===== config.mk =====
export PLATFORM = sky130hd
export DESIGN_NAME = ds1_bp_mapper
export DESIGN_NICKNAME = d
export VERILOG_FILES = /design/src/rtl/ds1_bp_pkg.sv /design/src/rtl/ds1_bp_timing.sv /design/src/rtl/ds1_bp_tx.sv /design/src/rtl/ds1_bp_rx.sv /design/src/rtl/ds1_bp_mapper.sv
export SDC_FILE = /design/constraint.sdc
export NUM_CORES = 1
export LEC_CHECK = 0
export ABC_CLOCK_PERIOD_IN_PS = 4900
export BUFFER_PORTS_ARGS = -buffer_cell sky130_fd_sc_hd__buf_2
export CELL_PAD_IN_SITES_DETAIL_PLACEMENT = 1
export CELL_PAD_IN_SITES_GLOBAL_PLACEMENT = 2
export CORE_ASPECT_RATIO = 1.75
export CORE_MARGIN = 2
export CORE_UTILIZATION = 39
export DETAILED_ROUTE_END_ITERATION = 10
export PLACE_DENSITY = 0.78
export SETUP_SLACK_MARGIN = 0.4
export SLEW_MARGIN = 0
export SYNTH_ARGS = -nofsm -noshare
export SYNTH_HDL_FRONTEND = slang
export SYNTH_SLANG_ARGS = --single-unit

===== constraint.sdc =====
create_clock -name clk -period 4.9 [get_ports clk]
set_input_delay 0.245 -clock clk [delete_from_list [all_inputs] [get_ports clk]]
set_output_delay 0.245 -clock clk [all_outputs]
set_load 0.005 [all_outputs]

===== src/rtl/ds1_bp_pkg.sv =====
package ds1_bp_pkg;

  typedef enum logic {
    MAP_SPACED  = 1'b0,
    MAP_GROUPED = 1'b1
  } map_mode_e;

  // Returns 1 when a backplane channel carries a DS1 slot.
  function automatic logic map_used(input int unsigned chan, input logic grouped,
                                    input int unsigned slots, input int unsigned group);
    if (grouped) return chan < slots;
    if ((chan % group) == 0) return 1'b0;
    return ((chan / group) * (group - 1) + (chan % group) - 1) < slots;
  endfunction

  // DS1 slot index carried by a backplane channel (only meaningful when used).
  function automatic int unsigned map_slot(input int unsigned chan, input logic grouped,
                                           input int unsigned group);
    if (grouped) return chan;
    if ((chan % group) == 0) return 0;
    return (chan / group) * (group - 1) + (chan % group) - 1;
  endfunction

endpackage


===== src/rtl/ds1_bp_timing.sv =====
module ds1_bp_timing #(
  parameter int CHANNELS    = 32,
  parameter int BITS        = 8,
  parameter int CLK_PER_BIT = 2,
  localparam int CH_W = $clog2(CHANNELS),
  localparam int BT_W = $clog2(BITS),
  localparam int PH_W = $clog2(CLK_PER_BIT)
) (
  input  logic             clk,
  input  logic             rst_n,
  input  logic             fp_n,
  input  logic             mode_sel,
  output logic             aligned,
  output logic             frame_start,
  output logic             sample_now,
  output logic [PH_W-1:0]  phase,
  output logic [BT_W-1:0]  bitn,
  output logic [CH_W-1:0]  chan,
  output logic             mode_q
);
  localparam logic [PH_W-1:0] PH_LAST   = PH_W'(CLK_PER_BIT - 1);
  localparam logic [PH_W-1:0] PH_SAMPLE = PH_W'(CLK_PER_BIT / 2 - 1);
  localparam logic [BT_W-1:0] BIT_MSB   = BT_W'(BITS - 1);
  localparam logic [CH_W-1:0] CH_LAST   = CH_W'(CHANNELS - 1);

  assign frame_start = !fp_n;
  assign sample_now  = aligned && fp_n && (phase == PH_SAMPLE);

  always_ff @(posedge clk or negedge rst_n) begin
    if (!rst_n) begin
      phase   <= '0;
      bitn    <= BIT_MSB;
      chan    <= '0;
      aligned <= 1'b0;
      mode_q  <= ds1_bp_pkg::MAP_SPACED;
    end else if (frame_start) begin
      phase   <= '0;
      bitn    <= BIT_MSB;
      chan    <= '0;
      aligned <= 1'b1;
      mode_q  <= mode_sel;
    end else if (phase == PH_LAST) begin
      phase <= '0;
      if (bitn == '0) begin
        bitn <= BIT_MSB;
        chan <= (chan == CH_LAST) ? '0 : chan + 1'b1;
      end else begin
        bitn <= bitn - 1'b1;
      end
    end else begin
      phase <= phase + 1'b1;
    end
  end
endmodule


===== src/rtl/ds1_bp_tx.sv =====
module ds1_bp_tx #(
  parameter int SLOTS = 24,
  parameter int BITS  = 8,
  localparam int SL_W = $clog2(SLOTS),
  localparam int BT_W = $clog2(BITS)
) (
  input  logic                  clk,
  input  logic                  rst_n,
  input  logic                  frame_start,
  input  logic                  slot_active,
  input  logic [SL_W-1:0]       slot_idx,
  input  logic [BT_W-1:0]       bitn,
  input  logic [SLOTS*BITS-1:0] tx_payload,
  output logic                  tx_sd,
  output logic                  tx_oe
);
  logic [SLOTS-1:0][BITS-1:0] shadow;

  always_ff @(posedge clk or negedge rst_n) begin
    if (!rst_n)           shadow <= '0;
    else if (frame_start) shadow <= tx_payload;
  end

  assign tx_oe = slot_active;
  assign tx_sd = slot_active ? shadow[slot_idx][bitn] : 1'b0;
endmodule


===== src/rtl/ds1_bp_rx.sv =====
module ds1_bp_rx #(
  parameter int SLOTS = 24,
  parameter int BITS  = 8,
  localparam int SL_W = $clog2(SLOTS),
  localparam int BT_W = $clog2(BITS)
) (
  input  logic                  clk,
  input  logic                  rst_n,
  input  logic                  frame_start,
  input  logic                  sample_now,
  input  logic                  slot_active,
  input  logic [SL_W-1:0]       slot_idx,
  input  logic [BT_W-1:0]       bitn,
  input  logic                  rx_sd,
  output logic [SLOTS*BITS-1:0] rx_payload
);
  logic [SLOTS-1:0][BITS-1:0] work;
  logic [SLOTS-1:0][BITS-1:0] held;

  always_ff @(posedge clk or negedge rst_n) begin
    if (!rst_n) begin
      work <= '0;
      held <= '0;
    end else begin
      if (sample_now && slot_active) work[slot_idx][bitn] <= rx_sd;
      if (frame_start) held <= work;
    end
  end

  assign rx_payload = held;
endmodule


===== src/rtl/ds1_bp_mapper.sv =====
module ds1_bp_mapper #(
  parameter int CHANNELS    = 32,
  parameter int SLOTS       = 24,
  parameter int BITS        = 8,
  parameter int CLK_PER_BIT = 2,
  parameter int GROUP       = 4
) (
  input  logic                  clk,
  input  logic                  rst_n,
  input  logic                  fp_n,
  input  logic                  mode_sel,
  input  logic                  rx_sd,
  input  logic [SLOTS*BITS-1:0] tx_payload,
  output logic                  tx_sd,
  output logic                  tx_oe,
  output logic [SLOTS*BITS-1:0] rx_payload
);
  localparam int CH_W = $clog2(CHANNELS);
  localparam int BT_W = $clog2(BITS);
  localparam int PH_W = $clog2(CLK_PER_BIT);
  localparam int SL_W = $clog2(SLOTS);

  // Named internal events, visible to the bound checker.
  logic            aligned;
  logic            frame_start;
  logic            sample_now;
  logic [PH_W-1:0] phase;
  logic [BT_W-1:0] bitn;
  logic [CH_W-1:0] chan;
  logic            mode_q;
  logic            slot_used;
  logic            slot_active;
  logic [SL_W-1:0] slot_idx;

  ds1_bp_timing #(
    .CHANNELS(CHANNELS), .BITS(BITS), .CLK_PER_BIT(CLK_PER_BIT)
  ) u_timing (
    .clk(clk), .rst_n(rst_n), .fp_n(fp_n), .mode_sel(mode_sel),
    .aligned(aligned), .frame_start(frame_start), .sample_now(sample_now),
    .phase(phase), .bitn(bitn), .chan(chan), .mode_q(mode_q)
  );

  always_comb begin
    slot_used = ds1_bp_pkg::map_used(int'(chan), mode_q, SLOTS, GROUP);
    slot_idx  = SL_W'(ds1_bp_pkg::map_slot(int'(chan), mode_q, GROUP));
  end

  assign slot_active = aligned && slot_used;

  ds1_bp_tx #(.SLOTS(SLOTS), .BITS(BITS)) u_tx (
    .clk(clk), .rst_n(rst_n), .frame_start(frame_start),
    .slot_active(slot_active), .slot_idx(slot_idx), .bitn(bitn),
    .tx_payload(tx_payload), .tx_sd(tx_sd), .tx_oe(tx_oe)
  );

  ds1_bp_rx #(.SLOTS(SLOTS), .BITS(BITS)) u_rx (
    .clk(clk), .rst_n(rst_n), .frame_start(frame_start),
    .sample_now(sample_now), .slot_active(slot_active), .slot_idx(slot_idx),
    .bitn(bitn), .rx_sd(rx_sd), .rx_payload(rx_payload)
  );
endmodule


Word level (Yosys, flattened, before mapping)

Index checks and enable logic that the tools add are counted.

Input bits: 197
Bits in registers: 587
Logic and storage cells: 132

Equality and inequality tests: 3
Multipliers: 1
Muxes and demuxes: 30
Order comparisons: 6
Bitwise operators: 1
Reductions and logical operators: 9
$add $sub $neg: 5

Operator list:

| kind                | number |
|---|---|
| $bwmux 192          | 1 |
| $bmux 8 s5          | 1 |
| $demux 8 s5         | 1 |
| $mux 5              | 8 |
| $logic_not 32->1    | 1 |
| $lt 32x5->1 const B | 1 |
| $mux 8              | 2 |
| $mux 1              | 12 |
| $mux 3              | 3 |
| $sub 6x1->7 const B | 1 |
| $add 5x2->6         | 1 |
| $logic_and 1x1->1   | 6 |
| $lt 5x6->1 const B  | 1 |
| $add 5x1->5 const B | 1 |
| $eq 5x5->1 const B  | 1 |
| $ge 5x1->1 const B  | 1 |
| $lt 5x5->1 const B  | 1 |
| $mul 3x2->5 const B | 1 |
| $lt 3x4->1 const B  | 1 |
| $ne 2x1->1 const B  | 2 |
| $bmux 1 s3          | 1 |
| $demux 1 s3         | 1 |
| $ge 3x1->1 const B  | 1 |
| $logic_not 3->1     | 1 |
| 4 further kinds     | 4 |

Depth between registers and ports, before layout

Gate-level depths: netlist of run 1.

Depth in word-level cells: 10
Mapped depth: 17
Mapped depth without buffers: 14

Hierarchy

From an unflattened synthesis of run 1, not the netlist that was laid out.

Cell total of the unflattened synthesis: 1785
Area total of the unflattened synthesis: 26354.0 µm²

By module, submodules not included:

| module        | area each (µm²) | seq. area each (µm²) | instances | cells an instance |
|---|---|---|---|---|
| ds1_bp_rx     | 16540.9         | 9609.2               | 1         | 1111 |
| ds1_bp_tx     | 8863.5          | 4804.6               | 1         | 566 |
| ds1_bp_timing | 533.0           | 279.0                | 1         | 54 |
| ds1_bp_mapper | 416.6           | 0.0                  | 1         | 54 |

Worst setup path before layout of run 1

Ideal clock, no wire load.

Path type: reg-to-output
Start point: reg u_timing.chan[3]
End point: out tx_sd
Path slack: 0.967 ns
Arrival time: 3.688 ns
Cell stages (with the launch flop): 16
Buffers on the path: 3
Data required time: 4.655 ns
Cell sequence: dfrtp_1 > clkbuf_1 > inv_1 > nand2_1 > fa_1 > inv_1 > fa_1 > o21ba_2 > nor2_2 > buf_4 > buf_4 > o221ai_1 > o22ai_1 > o21ai_0 > a2111o_1 > nor4_2

Word-level cells in the longest chain between the ends: 10
Elaborated cells on any way between the ends: 19
Those cells by class: 2 x add/sub; 1 x mul; 2 x order compare; 13 x mux; 1 x reduce/logical

RTL lines:

| element                      | line                               | source |
|---|---|---|
| start: declaration           | ds1_bp_timing.sv:18                | `output logic [CH_W-1:0] chan,` |
| start signal: assignment     | ds1_bp_timing.sv:46                | `chan <= (chan == CH_LAST) ? '0 : chan + 1'b1;` |
| $mul 3x2->5                  | ds1_bp_pkg.sv:13, ds1_bp_pkg.sv:21 |  |
| $add 5x2->6                  | ds1_bp_pkg.sv:21                   | `return (chan / group) * (group - 1) + (chan % group) - 1;` |
| $sub 6x1->7                  | ds1_bp_pkg.sv:21                   |  |
| $mux 5                       | ds1_bp_pkg.sv:21                   |  |
| $mux 5                       | ds1_bp_pkg.sv:20                   | `if ((chan % group) == 0) return 0;` |
| $bmux 8 s5                   | ds1_bp_tx.sv:25                    | `assign tx_sd = slot_active ? shadow[slot_idx][bitn] : 1'b0;` |
| $mux 8 (not written as such) | ds1_bp_tx.sv:25                    |  |
| $bmux 1 s3                   | ds1_bp_tx.sv:25                    |  |
| $mux 1 (not written as such) | ds1_bp_tx.sv:25                    |  |
| $mux 1 (*)                   | ds1_bp_tx.sv:25                    |  |
| end: declaration             | ds1_bp_mapper.sv:14                | `output logic tx_sd,` |

Mark *: on every way between the ends. The rest lies on a longest branch, timed or not. The select of a mux whose other input is x is not followed.

Worst setup path in the final report of run 1

Same ends and word-level chain as after synthesis.

==> results.py, run 1 <==
metrics = {
    "floorplanning": {
        "fp.dieArea_mm2": 0.0672,
        "initial_utilization": 0.395,
        "pin_count": 391,
        "rows": 123,
        "die_x_um": 197,
        "core_area_mm2": 0.0643,
        "die_h_um": 342,
    },
    "synthesis": {
        "synth_seq_area_share": 0.579,
        "synthArstFlopShare": 1.00,
        "post_synth_num_cell_types": 83,
        "syn_avg_cell_area_um2": 13.0,
        "netlist_instances": 1953,
        "synth_edf_count": 0,
        "synth_ff_type": "dfrtp_1",
        "ys_warn_count": 0,
        "syn_area_mm2": 0.0254,
        "synth_seq_cells": 587,
        "synthesis.nets": 2165,
    },
    "detailed_routing": {
        "wl_per_cell_um": 24.7,
        "drt-vias-per-instance": 5.33,
        "wl_met2_um": 44100,
        "routed.top_layer": "met5",
        "met1_length_um": 32500,
        "wl_um": 84200,
        "drc": 0,
        "drtIter0Drc": 741,
        "ant_nets": 0,
        "met3_length_um": 3740,
        "vias": 18100,
        "dr.pass1.iters": 4,
    },
    "cts": {
        "root_buffer": "clkbuf_16",
        "htreeDepth": 2,
        "clk_latency_ns": 0.63,
        "cts_tree": "done",
        "cts.sinks": 587,
        "cts_made_buffers": 55,
        "cts_max_path_buffers": 3,
        "clk_pin_slew_ns": 0.07,
    },
    "sta": {
        "max_freq_mhz": 212,
        "setup_tns_ns": 0,
        "period_minus_slack_ns": 4.71,
        "finalClockSkew_ns": 0.0246,
        "slew_headroom": 0.183,
        "rsz0062_at_grt": "yes",
        "finalHoldViolations": 0,
        "max_slew.worst_pin.slew_ns": 1.22,
        "setup_viol": 0,
        "slew_violations": 0,
        "period_share": 0.962,
    },
    "power_and_ir_drop": {
        "powerDensity_mw_per_mm2": 325,
        "vdd_drop_max_mv": 0.282,
        "p_leak_nw": 15.9,
        "total_power_w": 0.0107,
    },
    "run_status": {
        "status": "finished, final reports clean",
    },
    "grt": {
        "grt_pass1_wl_um": 128000,
        "grt_use_total": 0.252,
        "antenna_found_initial": 2,
        "grt-ovfl-total": 0,
        "grt_max_degree": 137,
        "grt_pass1_vias": 20500,
    },
    "place": {
        "portBuffers": 390,
        "gp_congestion": 0.869,
        "hpwl_um": 55500,
    },
    "setup_path": {
        "path_common_cell": "nor4_4",
        "cp.required_ns": 4.66,
        "crit_fanout": 11,
        "slowest_delay_ns": 0.57,
        "endpoint_kind": "output pin",
        "cp_top_family": "adder cells",
        "crit_type": "reg -> out",
        "worstPathCellList": "buf_6 -> fa_1 -> inv_2 -> fa_2 -> o21bai_4 -> buf_12 -> nand2_4 -> or3_1 -> a31oi_4 -> nor4_4 -> a2111o_1 -> nor4_4 -> buf_2",
        "crit_path_top_delay_cell": "fa_1",
        "arrival_ns": 4.47,
        "worstSetupStartpointType": "flop",
        "path_buf_inv": 4,
    },
    "run": {
        "cap_violations": 0,
    },
    "layout": {
        "nNetsFinal": 2758,
        "area.growth.synth_to_final_pct": 29.0,
        "drive_above_1_share": 0.461,
    },
    "min_path": {
        "worst_hold_path_type": "in -> reg",
    },
}
## what timing repair did
action / CTS / global route
resized for setup: 50 / 29
hold buffers: 194 / 0
setup buffers: 21 / 7
gates cloned: 3 / 0
endpoints found under the setup margin: 45 / 20
endpoints found under the hold margin: 286 / 0
pin swaps: 26 / 19
## sequential cells by signal, summed over array words and instances, names as in the netlist
name	cells
u_rx.rx_payload	192
u_rx.work	192
u_tx.shadow	192
u_timing.chan	5
u_timing.bitn	3
u_timing.aligned	1
u_timing.mode_q	1
u_timing.phase	1
## layer usage
layer	global-route usage	vias up
li1	-	8087
met1	0.291	9390
met2	0.457	506
met3	0.0432	152
met4	0.109	2
met5	0	-
## logic make-up after synthesis
family | share of synthesized area
muxes | 0.257
and+or+nand+nor | 0.0843
AOI/OAI and AO/OA | 0.0448
DFF | 0.579
buffers and inverters | 0.0253
xor gates and xnor gates | 0.00138
adders and majority gates | 0.00798
## cells in the mapped netlist, drive strengths merged, types with 6 or more instances
cell type	number	area, µm²
and3	16	100
a31oi	12	75.1
nand3	37	185
nor3	16	110
o21ai	41	216
inv	17	63.8
o22ai	10	68.8
a32oi	10	87.6
clkbuf	83	312
mux2	565	6360
a311oi	7	61.3
and2	7	43.8
nor2b	6	37.5
o221ai	6	52.6
dfrtp	584	14600
buf	44	268
a21oi	20	100
nand2	264	1000
a211oi	12	90.1
mux2i	15	150
ha	13	163
nor2	74	304
nand4	17	106
## worst register-to-register path, delay by kind of cell (launching register included)
kind | cells | cell delay [ns]
adders and majority gates | 2 | 0.80
buffers and inverters | 2 | 0.38
muxes | 1 | 0.32
AOI/OAI and AO/OA | 3 | 0.70
and+or+nand+nor | 4 | 1.54
DFF | 1 | 0.43
## cell type report
| type | count | area [µm²] |
|---|---|---|
| fillers | 6641 | 31600 |
| flip-flops and latches | 587 | 14700 |
| multi-input cells | 1223 | 10400 |
| repair buffers | 662 | 4750 |
| clock buffers | 76 | 1590 |
| well taps | 812 | 1020 |
| clock inverters | 25 | 270 |
| inverters | 17 | 63.8 |
| diodes | 3 | 7.51 |
## where the power goes
| part | leakage (nW) | total, W | switching, W | internal (W) |
|---|---|---|---|---|
| combinational | 7.26 | 0.00104 | 0.000524 | 0.000518 |
| sequential | 7.72 | 0.00520 | 0.000148 | 0.00505 |
| clock | 0.916 | 0.00441 | 0.00193 | 0.00248 |
## metrics by stage
| stage | area [µm²] | cells | setup WS [ns] | util | hold WS (ns) |
|---|---|---|---|---|---|
| floorplan | 25400 | 1953 | 0.967 | - | -0.0506 |
| global placement | 28300 | 3076 | 0.156 | 0.440 | 0.343 |
| detailed placement | 28300 | 3076 | 0.0988 | 0.440 | 0.352 |
| CTS | 32500 | 3395 | 0.247 | 0.506 | 0.0552 |
| global route | 32800 | 3403 | 0.0623 | 0.509 | 0.112 |
| finish | 32800 | 3405 | 0.187 | 0.509 | 0.0988 |
## path summary, 6_finish.rpt
path,start,to,slack (ns),depth (start not counted)
worst max register to register,u_timing.chan[4],u_rx.work[159],0.61,12
worst min-delay path,rx_sd,u_rx.work[41],0.1,3
max in group asynchronous,rst_n,u_timing.chan[2],3.39,3
worst min register to register,u_rx.work[117],u_rx.work[117],0.49,1
worst max-delay path,u_timing.chan[3],tx_sd,0.19,13
min in group asynchronous,rst_n,u_rx.rx_payload[131],0.26,2
## layout by cell type, fill, tap and decap left out, types with 7 or more instances in the layout
cell / count
nand2_1: 257
buf_2: 387
nor3_1: 10
clkbuf_1: 8
and3_1: 15
mux2_2: 549
o21ai_0: 35
dfrtp_1: 580
mux2i_1: 13
clkinv_2: 12
nand3_1: 36
a32oi_1: 10
mux2_1: 16
ha_1: 12
a311oi_1: 7
nor2_1: 65
a31oi_1: 10
inv_1: 13
a211oi_1: 11
buf_4: 56
dlygate4sd3_1: 194
nand4_1: 17
clkbuf_8: 13
a21oi_1: 17
buf_12: 14
clkbuf_16: 55
(Power assumes the default switching activity.)
==> inputs of run 2 (changes only) <==
--- a/config.mk
+++ b/config.mk
@@ -13,7 +13,7 @@
 export CORE_MARGIN = 2
 export CORE_UTILIZATION = 39
 export DETAILED_ROUTE_END_ITERATION = 10
-export PLACE_DENSITY = 0.78
+export PLACE_DENSITY_LB_ADDON = 0.1
 export SETUP_SLACK_MARGIN = 0.4
 export SLEW_MARGIN = 0
 export SYNTH_ARGS = -nofsm -noshare
==> results.py, run 2 (synthesis results as in run 1) <==
metrics = {
    "floorplanning": {
        "initial_utilization": 0.395,
        "pin_count": 391,
        "fp.dieArea_mm2": 0.0672,
        "die_h_um": 342,
        "rows": 123,
        "die_x_um": 197,
        "core_area_mm2": 0.0643,
    },
    "run": {
        "cap_violations": 0,
    },
    "setup_path": {
        "worstPathCellList": "inv_1 -> nand2_1 -> fa_1 -> inv_1 -> fa_2 -> o21ba_2 -> nor2_4 -> buf_12 -> mux2i_1 -> a22oi_1 -> and3_1 -> or4_1 -> a21oi_2 -> nor4_4 -> buf_2",
        "cp.depth": 15,
        "cp.required_ns": 4.66,
        "worstSetupStartpointType": "flop",
        "rr_worst_depth": 13,
        "slowest_delay_ns": 0.54,
        "endpoint_kind": "output pin",
        "path_buf_inv": 4,
        "crit_fanout": 22,
        "arrival_ns": 4.43,
        "crit_type": "reg -> out",
        "path_common_cell": "inv_1",
        "crit_path_top_delay_cell": "or4_1",
        "cp_top_family": "simple AND/OR/NAND/NOR gates",
    },
    "sta": {
        "max_freq_mhz": 214,
        "period_minus_slack_ns": 4.67,
        "finalClockSkew_ns": 0.0280,
        "holdWs_ns": 0.0566,
        "slew_headroom": 0.310,
        "finalHoldViolations": 0,
        "max_slew.worst_pin.slew_ns": 1.04,
        "slew_violations": 0,
        "period_share": 0.953,
        "setup_tns_ns": 0,
        "setup_viol": 0,
        "rsz0062_at_grt": "yes",
    },
    "power_and_ir_drop": {
        "p_leak_nw": 15.8,
        "vdd_drop_max_mv": 0.295,
        "powerDensity_mw_per_mm2": 331,
    },
    "cts": {
        "htreeDepth": 2,
        "cts_max_path_buffers": 3,
        "clk_latency_ns": 0.65,
        "cts.sinks": 587,
        "cts_made_buffers": 55,
        "root_buffer": "clkbuf_16",
        "clk_pin_slew_ns": 0.07,
        "cts_tree": "done",
    },
    "detailed_routing": {
        "ant_nets": 0,
        "drc": 0,
        "vias": 17800,
        "drt-vias-per-instance": 5.25,
        "dr.pass1.iters": 4,
        "drtIter0Drc": 694,
        "wl_per_cell_um": 23.8,
        "wl_um": 80700,
    },
    "grt": {
        "grt_pass1_vias": 20000,
        "grt_pass1_wl_um": 123000,
        "grt-ovfl-total": 0,
        "antenna_found_initial": 2,
        "grt_use_total": 0.242,
        "grt_max_degree": 171,
    },
    "min_path": {
        "hold_depth": 2,
        "worst_hold_path_type": "in -> reg",
    },
    "layout": {
        "final_cell_mix": "dfrtp_1, mux2_2, buf_2",
        "final_common_cell": "dfrtp_1",
        "drive_above_1_share": 0.449,
        "nNetsFinal": 2752,
        "area.growth.synth_to_final_pct": 27.9,
        "fin_area_mm2": 0.0325,
    },
    "place": {
        "portBuffers": 390,
        "gp_congestion": 0.831,
        "hpwl_um": 54900,
        "dpl_cell_area_mm2": 0.0283,
    },
    "run_status": {
        "status": "finished, final reports clean",
    },
}
[run 2: per-stage QoR]
stage          cells   util  power (W)  setup WS (ns)
6_report        3398  0.505     0.0107          0.229
5_1_grt         3398  0.505     0.0111         0.0411
4_1_cts         3397  0.505     0.0109          0.234
3_5_place_dp    3083  0.440    0.00611          0.154
3_3_place_gp    3083  0.440    0.00608          0.291
2_1_floorplan   1953      -    0.00567          0.967
[run 2: path summary, 6_finish.rpt]
check	slack, ns	endpoint	from
max	0.23	tx_sd	u_timing.chan[3]
min	0.06	u_timing.bitn[2]	fp_n
max reg2reg	0.71	u_rx.work[123]	u_timing.chan[3]
min reg2reg	0.49	u_rx.work[137]	u_rx.work[137]
max in group asynchronous	3.29	u_rx.rx_payload[6]	rst_n
min in group asynchronous	0.17	u_rx.rx_payload[155]	rst_n
[run 2: timing repair]
item	in CTS	in global routing
cloned	2	0
buffers inserted	16	0
pin swaps	10	0
endpoints found under the hold margin	267	0
endpoints found under the setup margin	13	1
gates resized for setup	35	0
hold buffers	194	0
[run 2: final cells by class]
| class | instances | area [µm²] |
|---|---|---|
| fillers | 6632 | 31900 |
| flip-flops and latches | 587 | 14700 |
| multi-input cells | 1224 | 10200 |
| repair buffers | 655 | 4560 |
| clock buffers | 80 | 1620 |
| well taps | 812 | 1020 |
| clock inverters | 22 | 282 |
| inverters | 17 | 63.8 |
| diodes | 1 | 2.50 |
[run 2: power by group]
part | switching (W) | internal (W) | total [W] | leakage [nW]
Sequential | 0.000150 | 0.00505 | 0.00520 | 7.72
Clock | 0.00199 | 0.00257 | 0.00456 | 0.940
Combinational | 0.000484 | 0.000483 | 0.000967 | 7.17
Total | 0.00262 | 0.00811 | 0.0107 | 15.8
[run 2: worst reg2reg max path, delay by kind of cell (launching register included)]
kind	cells	cell delay (ns)
buffers and inverters	2	0.30
AO/OA/AOI/OAI	2	0.73
adder cells (fa/ha/maj)	2	0.78
multiplexers	1	0.36
flip-flops	1	0.44
AND/OR/NAND/NOR	6	1.49
[run 2: metal layers]
metal	wire length, µm	vias up	part of all wire	GRT usage
met3	3240	126	0.040	0.0395
li1	-	8046	-	-
met4	3150	0	0.039	0.0957
met5	0	-	0	0
met2	42300	450	0.52	0.442
met1	32000	9207	0.40	0.280
